**config.mk**
```make
export PLATFORM = sky130hd
export DESIGN_NAME = uvf_mode_ctrl
export DESIGN_NICKNAME = d
export VERILOG_FILES = /design/src/rtl/uvf_pkg.sv /design/src/rtl/uvf_filter.sv /design/src/rtl/uvf_swe_timer.sv /design/src/rtl/uvf_sat_cnt.sv /design/src/rtl/uvf_mode_ctrl.sv
export SDC_FILE = /design/constraint.sdc
export NUM_CORES = 1
export LEC_CHECK = 0
export CORE_MARGIN = 2
export CORE_UTILIZATION = 48
export CTS_CLUSTER_SIZE = 12
export DETAILED_ROUTE_END_ITERATION = 7
export GPL_ROUTABILITY_DRIVEN = 0
export PLACE_DENSITY = 0.76
export SETUP_SLACK_MARGIN = 0.4
export SYNTH_ARGS = -nofsm -noshare
export SYNTH_HDL_FRONTEND = slang
export SYNTH_SLANG_ARGS = --single-unit
```
**constraint.sdc**
```tcl
create_clock -name clk -period 1.5 [get_ports clk]
set_input_delay 0.3 -clock clk [delete_from_list [all_inputs] [get_ports clk]]
set_output_delay 0.3 -clock clk [all_outputs]
set_load 0.005 [all_outputs]
```
**src/rtl/uvf_pkg.sv**
```systemverilog
// Package: shared mode encoding and flag indices for the under-voltage
// fault mode controller. Assumes a 2-bit mode bus is visible to software.
package uvf_pkg;
    typedef enum logic [1:0] {
        MODE_NORMAL   = 2'd0,
        MODE_RESTART  = 2'd1,
        MODE_FAILSAFE = 2'd2,
        MODE_SLEEP    = 2'd3
    } uvf_mode_e;

    localparam int IRQ_W        = 2;
    localparam int IRQ_RESTART  = 0;
    localparam int IRQ_FAILSAFE = 1;
endpackage

```
**src/rtl/uvf_filter.sv**
```systemverilog
// Qualifies the raw under-voltage flag: counts consecutive sampled-high
// cycles and reports qualified once FILT_CYC is reached. Assumes uv_flag
// is already synchronous to clk.
module uvf_filter #(
    parameter int FILT_CYC = 4
) (
    input  logic clk,
    input  logic rst_n,
    input  logic uv_flag,
    output logic uv_qual
);
    localparam int FCW = (FILT_CYC > 0) ? $clog2(FILT_CYC + 1) : 1;
    localparam logic [FCW-1:0] LIMIT = FCW'(FILT_CYC);

    logic [FCW-1:0] cnt_q;

    // Count consecutive high samples, saturate at the limit, restart on low.
    always_ff @(posedge clk) begin
        if (!rst_n) begin
            cnt_q <= '0;
        end else if (!uv_flag) begin
            cnt_q <= '0;
        end else if (cnt_q != LIMIT) begin
            cnt_q <= cnt_q + 1'b1;
        end
    end

    // Qualified once the full filter time has elapsed.
    assign uv_qual = (cnt_q == LIMIT);


    filt_clear_chk: assert property (@(posedge clk) disable iff (!rst_n)
        !uv_flag |=> !uv_qual);
endmodule

```
**src/rtl/uvf_swe_timer.sv**
```systemverilog
// Sleep/wake error timer: restarted by start, counts while run is high,
// flags expiry when SWE_CYC-1 cycles have elapsed since start. Assumes
// SWE_CYC >= 2.
module uvf_swe_timer #(
    parameter int SWE_CYC = 16
) (
    input  logic clk,
    input  logic rst_n,
    input  logic start,
    input  logic run,
    output logic expired
);
    localparam int TW = (SWE_CYC > 1) ? $clog2(SWE_CYC) : 1;
    localparam logic [TW-1:0] LAST = TW'(SWE_CYC - 1);

    logic [TW-1:0] cnt_q;

    // Restart on start, otherwise advance while running until the end.
    always_ff @(posedge clk) begin
        if (!rst_n) begin
            cnt_q <= '0;
        end else if (start) begin
            cnt_q <= '0;
        end else if (run && (cnt_q != LAST)) begin
            cnt_q <= cnt_q + 1'b1;
        end
    end

    // Expiry is only meaningful while the timer is running.
    assign expired = run && (cnt_q == LAST);
endmodule

```
**src/rtl/uvf_sat_cnt.sv**
```systemverilog
// Saturating up-counter for fault-mode entries. Assumes inc is a
// single-cycle pulse per event.
module uvf_sat_cnt #(
    parameter int W = 4
) (
    input  logic         clk,
    input  logic         rst_n,
    input  logic         inc,
    output logic [W-1:0] count
);
    localparam logic [W-1:0] MAX = '1;

    logic [W-1:0] cnt_q;

    // Add one per event, hold at the maximum.
    always_ff @(posedge clk) begin
        if (!rst_n) begin
            cnt_q <= '0;
        end else if (inc && (cnt_q != MAX)) begin
            cnt_q <= cnt_q + 1'b1;
        end
    end

    assign count = cnt_q;


    sat_hold_chk: assert property (@(posedge clk) disable iff (!rst_n)
        (cnt_q == MAX) |=> (cnt_q == MAX));
endmodule

```
**src/rtl/uvf_mode_ctrl.sv**
```systemverilog
// Top: under-voltage fault mode controller. Filters the comparator flag,
// chooses restart or fail-safe from the control strap and the disable
// setting, runs the inactivity timer, counts entries and raises sticky
// flags. Assumes all inputs are synchronous to clk.
module uvf_mode_ctrl
    import uvf_pkg::*;
#(
    parameter int FILT_CYC = 4,
    parameter int SWE_CYC  = 16,
    parameter int CNT_W    = 4
) (
    input  logic             clk,
    input  logic             rst_n,
    input  logic             uv_flag,
    input  logic             wake,
    input  logic             pin_ctrl,
    input  logic             cfg_we,
    input  logic             cfg_fs_dis,
    input  logic [IRQ_W-1:0] irq_clr,
    output logic             rst_out_n,
    output logic [1:0]       mode,
    output logic [CNT_W-1:0] mode_cnt,
    output logic [IRQ_W-1:0] irq_flags
);
    uvf_mode_e        mode_q, mode_d;
    logic             fs_dis_q;
    logic             fs_en;
    logic             uv_qual;
    logic             entry;
    logic             in_fault;
    logic             tmr_exp;
    logic [IRQ_W-1:0] irq_q, irq_set;

    // Fail-safe-disable setting, written through the simple port.
    always_ff @(posedge clk) begin
        if (!rst_n)      fs_dis_q <= 1'b0;
        else if (cfg_we) fs_dis_q <= cfg_fs_dis;
    end

    // Pin control forces fail-safe; register control honours the setting.
    assign fs_en = pin_ctrl || !fs_dis_q;

    uvf_filter #(.FILT_CYC(FILT_CYC)) u_filt (
        .clk     (clk),
        .rst_n   (rst_n),
        .uv_flag (uv_flag),
        .uv_qual (uv_qual)
    );

    assign entry    = (mode_q == MODE_NORMAL) && uv_qual;
    assign in_fault = (mode_q == MODE_RESTART) || (mode_q == MODE_FAILSAFE);

    uvf_swe_timer #(.SWE_CYC(SWE_CYC)) u_tmr (
        .clk     (clk),
        .rst_n   (rst_n),
        .start   (entry),
        .run     (in_fault),
        .expired (tmr_exp)
    );

    // Next-mode decision: wake and recovery win over the timer.
    always_comb begin
        mode_d = mode_q;
        unique case (mode_q)
            MODE_NORMAL: begin
                if (uv_qual) mode_d = fs_en ? MODE_FAILSAFE : MODE_RESTART;
            end
            MODE_RESTART: begin
                if (!uv_flag)     mode_d = MODE_NORMAL;
                else if (tmr_exp) mode_d = MODE_SLEEP;
            end
            MODE_FAILSAFE: begin
                if (wake)         mode_d = uv_flag ? MODE_SLEEP : MODE_NORMAL;
                else if (tmr_exp) mode_d = MODE_SLEEP;
            end
            MODE_SLEEP: begin
                if (wake && !uv_flag) mode_d = MODE_NORMAL;
            end
            default: mode_d = MODE_NORMAL;
        endcase
    end

    // Mode register.
    always_ff @(posedge clk) begin
        if (!rst_n) mode_q <= MODE_NORMAL;
        else        mode_q <= mode_d;
    end

    uvf_sat_cnt #(.W(CNT_W)) u_cnt (
        .clk   (clk),
        .rst_n (rst_n),
        .inc   (entry && !pin_ctrl),
        .count (mode_cnt)
    );

    // Flag set requests: one per fault mode, register control only.
    always_comb begin
        irq_set               = '0;
        irq_set[IRQ_RESTART]  = entry && !pin_ctrl && !fs_en;
        irq_set[IRQ_FAILSAFE] = entry && !pin_ctrl && fs_en;
    end

    // Sticky flags, write-one-to-clear, set has priority.
    always_ff @(posedge clk) begin
        if (!rst_n) begin
            irq_q <= '0;
        end else begin
            for (int i = 0; i < IRQ_W; i++) begin
                if (irq_set[i])      irq_q[i] <= 1'b1;
                else if (irq_clr[i]) irq_q[i] <= 1'b0;
            end
        end
    end

    assign rst_out_n = (mode_q == MODE_NORMAL);
    assign mode      = mode_q;
    assign irq_flags = irq_q;


    no_early_entry_chk: assert property (@(posedge clk) disable iff (!rst_n)
        (mode_q == MODE_NORMAL && !uv_qual) |=> (mode_q == MODE_NORMAL));

    spi_restart_chk: assert property (@(posedge clk) disable iff (!rst_n)
        (entry && !pin_ctrl && fs_dis_q) |=> (mode_q == MODE_RESTART));

    pin_failsafe_chk: assert property (@(posedge clk) disable iff (!rst_n)
        (entry && pin_ctrl) |=> (mode_q == MODE_FAILSAFE && $stable(mode_cnt)));

    fs_timeout_chk: assert property (@(posedge clk) disable iff (!rst_n)
        (mode_q == MODE_FAILSAFE && tmr_exp && !wake) |=> (mode_q == MODE_SLEEP));

    fs_wake_uv_chk: assert property (@(posedge clk) disable iff (!rst_n)
        (mode_q == MODE_FAILSAFE && wake && uv_flag) |=> (mode_q == MODE_SLEEP));

    rst_low_chk: assert property (@(posedge clk) disable iff (!rst_n)
        $rose(in_fault) |-> !rst_out_n);
endmodule

```
==> impl_results.md, run 1 <==
- CP cell instances: buf_6, inv_6, ha_4, nand4b_1, a31oi_2, mux2i_1, nor2_1
- Async set or reset register ratio after synthesis: 0%
- Top post-synthesis cells by area: dfxtp_1, ha_1, nand3_1, nor2_1, a21oi_1
- Largest net degree at the start of global routing: 9
- Fin. max-slew vios: 0
- Number of buffers created by CTS: 3
- Post-synthesis sequential area ratio: a little under two fifths
- Worst path required time: approximately 1.7 ns
- Final wirelength: ~2100 um
- Post-Syn Area: 850 um2
- Syn_area_per_cell: roughly 8.7 um2
- Reg2reg end: u_cnt.count[1]
- Root buffer cell: clkbuf_4
- Clk_skew: between 0.01 and 0.015 ns
- Layout cell share with drive strength beyond 1: ~43%
- Sw Ratio: between 20% and 30%
- CTS Buffer Depth: 2
- P&R area growth vs syn: 51.1%
- Dpl ws: -0.131 ns
- Final TNS setup: -0.0295 ns
- Number of synthesized flops with an enable pin: 0
- Max Freq: 654 MHz
- Dominant cell type by area after synthesis: dfxtp_1
- Slew @ Worst Pin: between 0.3 and 0.4 ns
- Die height: around 46 um
- Combinational share of power: 31.1%
- Worst r2r path cells: 7
- Most common cell in the synthesized netlist: dfxtp_1
- NetSw: between 200 and 300 uW
- P per Cell Area: a little under 800 nW/um2
- Vias in the first global route: 787
- Worst min-delay path category: input pin to flip-flop
- HPWL after detailed placement: ~1400 um
- PortBufs: 17
- Reg2reg setup slack: -0.03 ns
- I/O pin total: 18
- GRT Overall Usage: roughly 22%
- DRT antenna net count: 0
- Net count after synthesis: roughly 120
- Min Clock Period, post-route: between 1.5 and 2 ns
- H-tree levels: 1
- Core area: approximately 1700 um2
- CP arrival: 1.72 ns
- GRT Residual Overflow: 0
- Initial antenna violation count: 0
- VDD IR max: 0.000567 V
- CP max stage cell: dfxtp_4
- Max-Cap Viols: 0
- WS Path Type: flip-flop to flip-flop
- Largest delay share family, worst path: flip-flops
- Syn Inst Count: 98
- First-pass GRT wire length: around 3200 um
- Clock latency on the worst-skew pair: between 0.2 and 0.3 ns
- Final nets: roughly 150
- # clock sinks: 16
- Seq cells post-synth: 16
- # hold bufs at CTS: 0
- Status: complete, but fails checks
- Crit path largest cell delay: around 0.36 ns
- Worst setup SP type: flip-flop
- Worst setup EP type: flip-flop
- DRC errors left: 0
- Fin. Hold Viols: 0
- Final Worst Setup Slack: -0.0295 ns
- DRT iter0 DRCs: 15
- Netlist cell types: 29
- Util after Layout: approximately three quarters
- Final worst-path cycle share: 102%
- R2R Path Start: mode[1]
- End point of the critical path: u_cnt.count[1]
- Crit path max fanout: 4
- 1st-pass router iterations: 5
- Site Rows: 15
- Initial Util: a little over 50%
- Setup violations, final: 1
- # diodes: 0
- Clock-pin slew on the worst setup and hold paths: about 0.09 ns
- Seq pwr share: 45.9%
- Worst path depth: 7
- Buf/Inv on CP: 2
- Die area: roughly 2100 um2
- P_leak: about 0.00053 uW
- Clock power frac: around 23%
- Ys flop type: dfxtp_1
- Critical Path Source: mode[1]
- Die Width: 46.1 um
- DR WL/cell: 13.8 um
- CTS tree: built
- Vias: ~820
- Top post-synthesis cells by count: dfxtp_1, nor2_1, ha_1, nand3_1, nand2_1
- DR vias/cell: roughly 5.5
- Failing checks: setup timing
- Internal: approximately 690 uW
- Post-synth top area share: 37.7%
- Warnings from Yosys: 0
- Unrepaired setup endpoints after global routing: yes
- Rel. slew slack: roughly 77%
-- what timing repair did --
item / CTS / global route
pin swaps: 10 / 8
setup endpoints to repair: 21 / 17
gates cloned: 0 / 0
buffers inserted: 11 / 0
resized for setup: 64 / 10
-- cell families (layout without fill, tap and decap cells) --
group / after synthesis / after routing / synth area share [%]
simple gates: 39 / 39 / 21.9
buf+inv: 8 / 42 / 3.53
xor+xnor: 5 / 5 / 5.16
compound gates: 19 / 19 / 16.1
flops: 16 / 16 / 37.7
mux: 2 / 2 / 2.36
fa+ha+maj: 9 / 9 / 13.3
-- sequential cells by signal, summed over array words and instances (netlist names) --
signal and cells:
u_cnt.count 4, u_tmr.cnt_q 4, u_filt.cnt_q 3, irq_flags 2
mode 2, fs_dis_q 1
-- stage by stage --
step                area [um2]  total power (uW)  hold slack [ns]  instances
CTS                       1240               975            0.474        149
global placement          1090               685            0.461        135
detailed placement        1090               691            0.466        135
finish                    1280               991            0.429        149
global route              1280              1040            0.441        149
floorplan                  877               602            0.447         98
-- per-layer routing --
metal | up-vias | share of wire [%] | wire length [um] | global-route usage [%]
met2 | 12 | 55 | 1130 | 40.3
met4 | 0 | 1.1 | 23 | 11.4
met5 | - | 0 | 0 | 0
met3 | 4 | 2.7 | 56 | 6.27
met1 | 395 | 42 | 856 | 21.8
li1 | 413 | - | - | -
-- worst min path at each step --
stage,cells after the start,to,from,slack [ns]
3_5_place_dp,2,irq_flags[1],irq_flags[1],0.47
4_1_cts,2,irq_flags[1],irq_flags[1],0.47
6_report,3,u_tmr.cnt_q[0],rst_n,0.43
5_1_grt,3,u_tmr.cnt_q[1],rst_n,0.44
2_1_floorplan,2,fs_dis_q,cfg_fs_dis,0.45
3_3_place_gp,2,u_tmr.cnt_q[1],u_tmr.cnt_q[1],0.46
-- cells in the final DEF (no fill, tap or decap), drive strengths merged --
master and n:
nand4 1, nor2 12, o22ai 1, buf 22, clkdlybuf4s50 7, and4b 1, a32o 1, o41ai 1
a22oi 1, clkinv 1, nand3 9, o211ai 1, mux2i 2, clkdlybuf4s15 1, and3 1, xor2 2
nand2b 2, inv 7, ha 9, nand4b 1, nor2b 2, a31oi 1, o21ai 2, a21oi 7
dlymetal6s2s 1, clkbuf 3, dfxtp 16, xnor2 3, nor3 2, nand2 8, o311ai 1, a311oi 2
a21o 1
-- worst reg2reg max path, cell delays in order (launching register included) --
cell and delay, ns:
dfxtp_4 0.36, buf_6 0.12, inv_6 0.05, ha_4 0.14
nand4b_1 0.18, a31oi_2 0.28, mux2i_1 0.23, nor2_1 0.06
-- power groups by stage --
| stage | clock network, uW | logic [uW] | registers, uW |
|---|---|---|---|
| global placement | 0 | 215 | 469 |
| global route | 253 | 332 | 457 |
| CTS | 238 | 285 | 451 |
| finish | 228 | 308 | 455 |
| detailed placement | 0 | 222 | 469 |
| floorplan | 0 | 135 | 467 |
-- area by class of cell --
| type | instances | area, um2 |
|---|---|---|
| Sequential cell | 16 | 343 |
| Tap cell | 17 | 21.3 |
| Clock buffer | 3 | 22.5 |
| Inverter | 8 | 40.0 |
| Timing Repair Buffer | 31 | 255 |
| Multi-Input combinational cell | 74 | 602 |
| Fill cell | 117 | 405 |
(Power assumes the default switching activity.)
==> run 2, diff against run 1 <==
--- a/config.mk
+++ b/config.mk
@@ -10,7 +10,7 @@
 export CTS_CLUSTER_SIZE = 12
 export DETAILED_ROUTE_END_ITERATION = 7
 export GPL_ROUTABILITY_DRIVEN = 0
-export PLACE_DENSITY = 0.76
+export PLACE_DENSITY_LB_ADDON = 0.15
 export SETUP_SLACK_MARGIN = 0.4
 export SYNTH_ARGS = -nofsm -noshare
 export SYNTH_HDL_FRONTEND = slang
==> impl_results.md, run 2 (synthesis gave the netlist of run 1 again) <==
- DR WL/cell: 16.3 um (was 13.8 um)
- Largest delay share family, worst path: flip-flops (unchanged)
- Buf/Inv on CP: 2 (unchanged)
- P_leak: 0.000552 uW (was 0.000534 uW)
- HP Start: rst_n (unchanged)
- Rel. slew slack: 78.6% (was 77.4%)
- GRT Overall Usage: 21.3% (was 21.9%)
- VDD IR max: 0.000502 V (was 0.000567 V)
- DRT iter0 DRCs: 21 (was 15)
- Hold_ws: 0.430 ns (was 0.429 ns)
- First-pass GRT wire length: 3280 um (was 3210 um)
- CP arrival: 1.75 ns (was 1.72 ns)
- Final TNS setup: -0.104 ns (was -0.0295 ns)
- Final nets: 156 (was 152)
- Number of buffers created by CTS: 3 (unchanged)
- Failing checks: setup timing (unchanged)
- Worst setup EP type: flip-flop (unchanged)
- Layout cell share with drive strength beyond 1: 51.5% (was 43.2%)
- DRC errors left: 0 (unchanged)
- # diodes: 0 (unchanged)
- Initial Util: 50.3% (unchanged)
- Fin. max-slew vios: 0 (unchanged)
- HPWL after detailed placement: 1380 um (was 1370 um)
- Min Clock Period, post-route: 1.55 ns (was 1.53 ns)
- Die area: 2120 um2 (unchanged)
- Clock-pin slew on the worst setup and hold paths: 0.09 ns (about the same)
- Max Freq: 644 MHz (was 654 MHz)
- H-tree levels: 1 (unchanged)
- Final Worst Setup Slack: -0.0522 ns (was -0.0295 ns)
- R2R Path Start: mode[0] (was mode[1])
- Crit path max fanout: 4 (unchanged)
- Crit path largest cell delay: 0.35 ns (was 0.36 ns)
- # clock sinks: 16 (unchanged)
- Vias in the first global route: 768 (was 787)
- Fin. Hold Viols: 0 (unchanged)
- WHS Endpoint: u_tmr.cnt_q[1] (was u_tmr.cnt_q[0])
- CTS Buffer Depth: 2 (unchanged)
- Combinational share of power: 34.8% (was 31.1%)
- 1st-pass router iterations: 4 (was 5)
- Initial antenna violation count: 0 (unchanged)
- Worst path required time: 1.70 ns (was 1.69 ns)
- Worst setup SP type: flip-flop (unchanged)
- Final worst-path cycle share: 103% (was 102%)
- CTS tree: built (unchanged)
- Critical Path Source: mode[0] (was mode[1])
- Slew @ Worst Pin: 0.321 ns (was 0.334 ns)
- Die height: 46.1 um (unchanged)
- Most common cell after layout, fill and taps aside: buf_4
- Die Width: 46.1 um (unchanged)
- Final wirelength: 2490 um (was 2060 um)
- WS Path Type: flip-flop to flip-flop (unchanged)
- P per Cell Area: 769 nW/um2 (was 772 nW/um2)
- DR vias/cell: 5.63 (was 5.53)
- Max-Cap Viols: 0 (unchanged)
- Most frequent cells in the layout: buf_4, nor2_1, clkdlybuf4s50_1 (was nor2_1, buf_4, clkdlybuf4s50_1, buf_2)
- DRT antenna net count: 0 (unchanged)
- GRT Residual Overflow: 0 (unchanged)
- Setup violations, final: 3 (was 1)
- Worst min-delay path category: input pin to flip-flop (unchanged)
- Status: complete, but fails checks (unchanged)
- Clock power frac: 22.3% (was 23.0%)
- Clock latency on the worst-skew pair: 0.29 ns (about the same)
- Tot Pwr: 1070 uW (was 991 uW)
- Sw Ratio: 31.1% (was 29.9%)
- Largest net degree at the start of global routing: 9 (unchanged)
- Reg2reg end: u_cnt.count[1] (unchanged)
- Hold depth: 3 (unchanged)
- I/O pin total: 18 (unchanged)
- Root buffer cell: clkbuf_4 (unchanged)
- P&R area growth vs syn: 63.2% (was 51.1%)
- Reg2reg setup slack: -0.05 ns (was -0.03 ns)
- Worst r2r path cells: 7 (unchanged)
- NetSw: 332 uW (was 296 uW)
- Clk_skew: 0.00238 ns (was 0.0108 ns)
- Site Rows: 15 (unchanged)
- Core area: 1690 um2 (unchanged)
- Vias: 862 (was 824)
- Seq pwr share: 42.9% (was 45.9%)
- CP cell instances: buf_6, inv_6, ha_4, nand4b_1, a31oi_2, mux2i_1, nor2_1 (unchanged)
- Unrepaired setup endpoints after global routing: yes (unchanged)
- Internal: 735 uW (was 695 uW)
- PortBufs: 17 (unchanged)
- CP max stage cell: dfxtp_4 (unchanged)
run 2: cell types whose count changed in the layout (fill, tap and decap cells not counted), sizes merged:
cell,change
clkinv,-1
clkdlybuf4s50,+1
clkbuf,+1
buf,+2
inv,+1
run 2: area by class of cell:
class | instances | area (um2)
repair buffers | 35 | 300
inverters | 8 | 37.5
clock buffers | 3 | 22.5
flip-flops and latches | 16 | 342
well taps | 17 | 21.3
multi-input cells | 74 | 663
fillers | 96 | 303
run 2: power by group through the flow:
stage	clock network, uW	logic (uW)	registers [uW]
6_report	238	371	458
5_1_grt	254	395	459
4_1_cts	231	267	456
3_5_place_dp	0	224	470
3_3_place_gp	0	216	469
2_1_floorplan	0	135	467
run 2: worst max path at each step:
stage                     end  slack, ns  cells past startpoint
2_1_floorplan  u_cnt.count[1]       0.18                      6
3_3_place_gp   u_cnt.count[1]      -0.09                      5
3_5_place_dp   u_cnt.count[1]      -0.12                      5
4_1_cts           mode_cnt[1]      0.002                      1
5_1_grt        u_cnt.count[1]      -0.09                      7
6_report       u_cnt.count[1]      -0.05                      7
run 2: through the flow:
stage	setup slack, ns	cell area, um2	cells	util (%)
2_1_floorplan	0.175	877	98	-
3_3_place_gp	-0.0875	1090	135	64.6
3_5_place_dp	-0.117	1090	135	64.6
4_1_cts	0.00151	1220	147	72.4
5_1_grt	-0.0935	1390	153	82.1
6_report	-0.0522	1390	153	82.1
run 2: what timing repair did:
| action | 4_1_cts | 5_1_grt |
|---|---|---|
| setup buffers | 9 | 6 |
| gates resized for setup | 50 | 33 |
| endpoints found under the hold margin | 0 | 0 |
| hold buffers | 0 | 0 |
| setup endpoints to repair | 21 | 20 |
| pin swaps | 8 | 15 |
run 2: tightest hold or removal path, stage by stage:
cell	delay (ns)
dlymetal6s2s_1	0.22
nand2_4	0.14
a21oi_2	0.03
run 2: metal layers:
| metal | up-vias | track usage, % | wire [um] |
|---|---|---|---|
| met5 | - | 0 | 0 |
| met4 | 0 | 5.14 | 37 |
| met3 | 6 | 3.92 | 102 |
| met2 | 30 | 38.6 | 1410 |
| met1 | 402 | 25.6 | 944 |
| li1 | 424 | - | - |
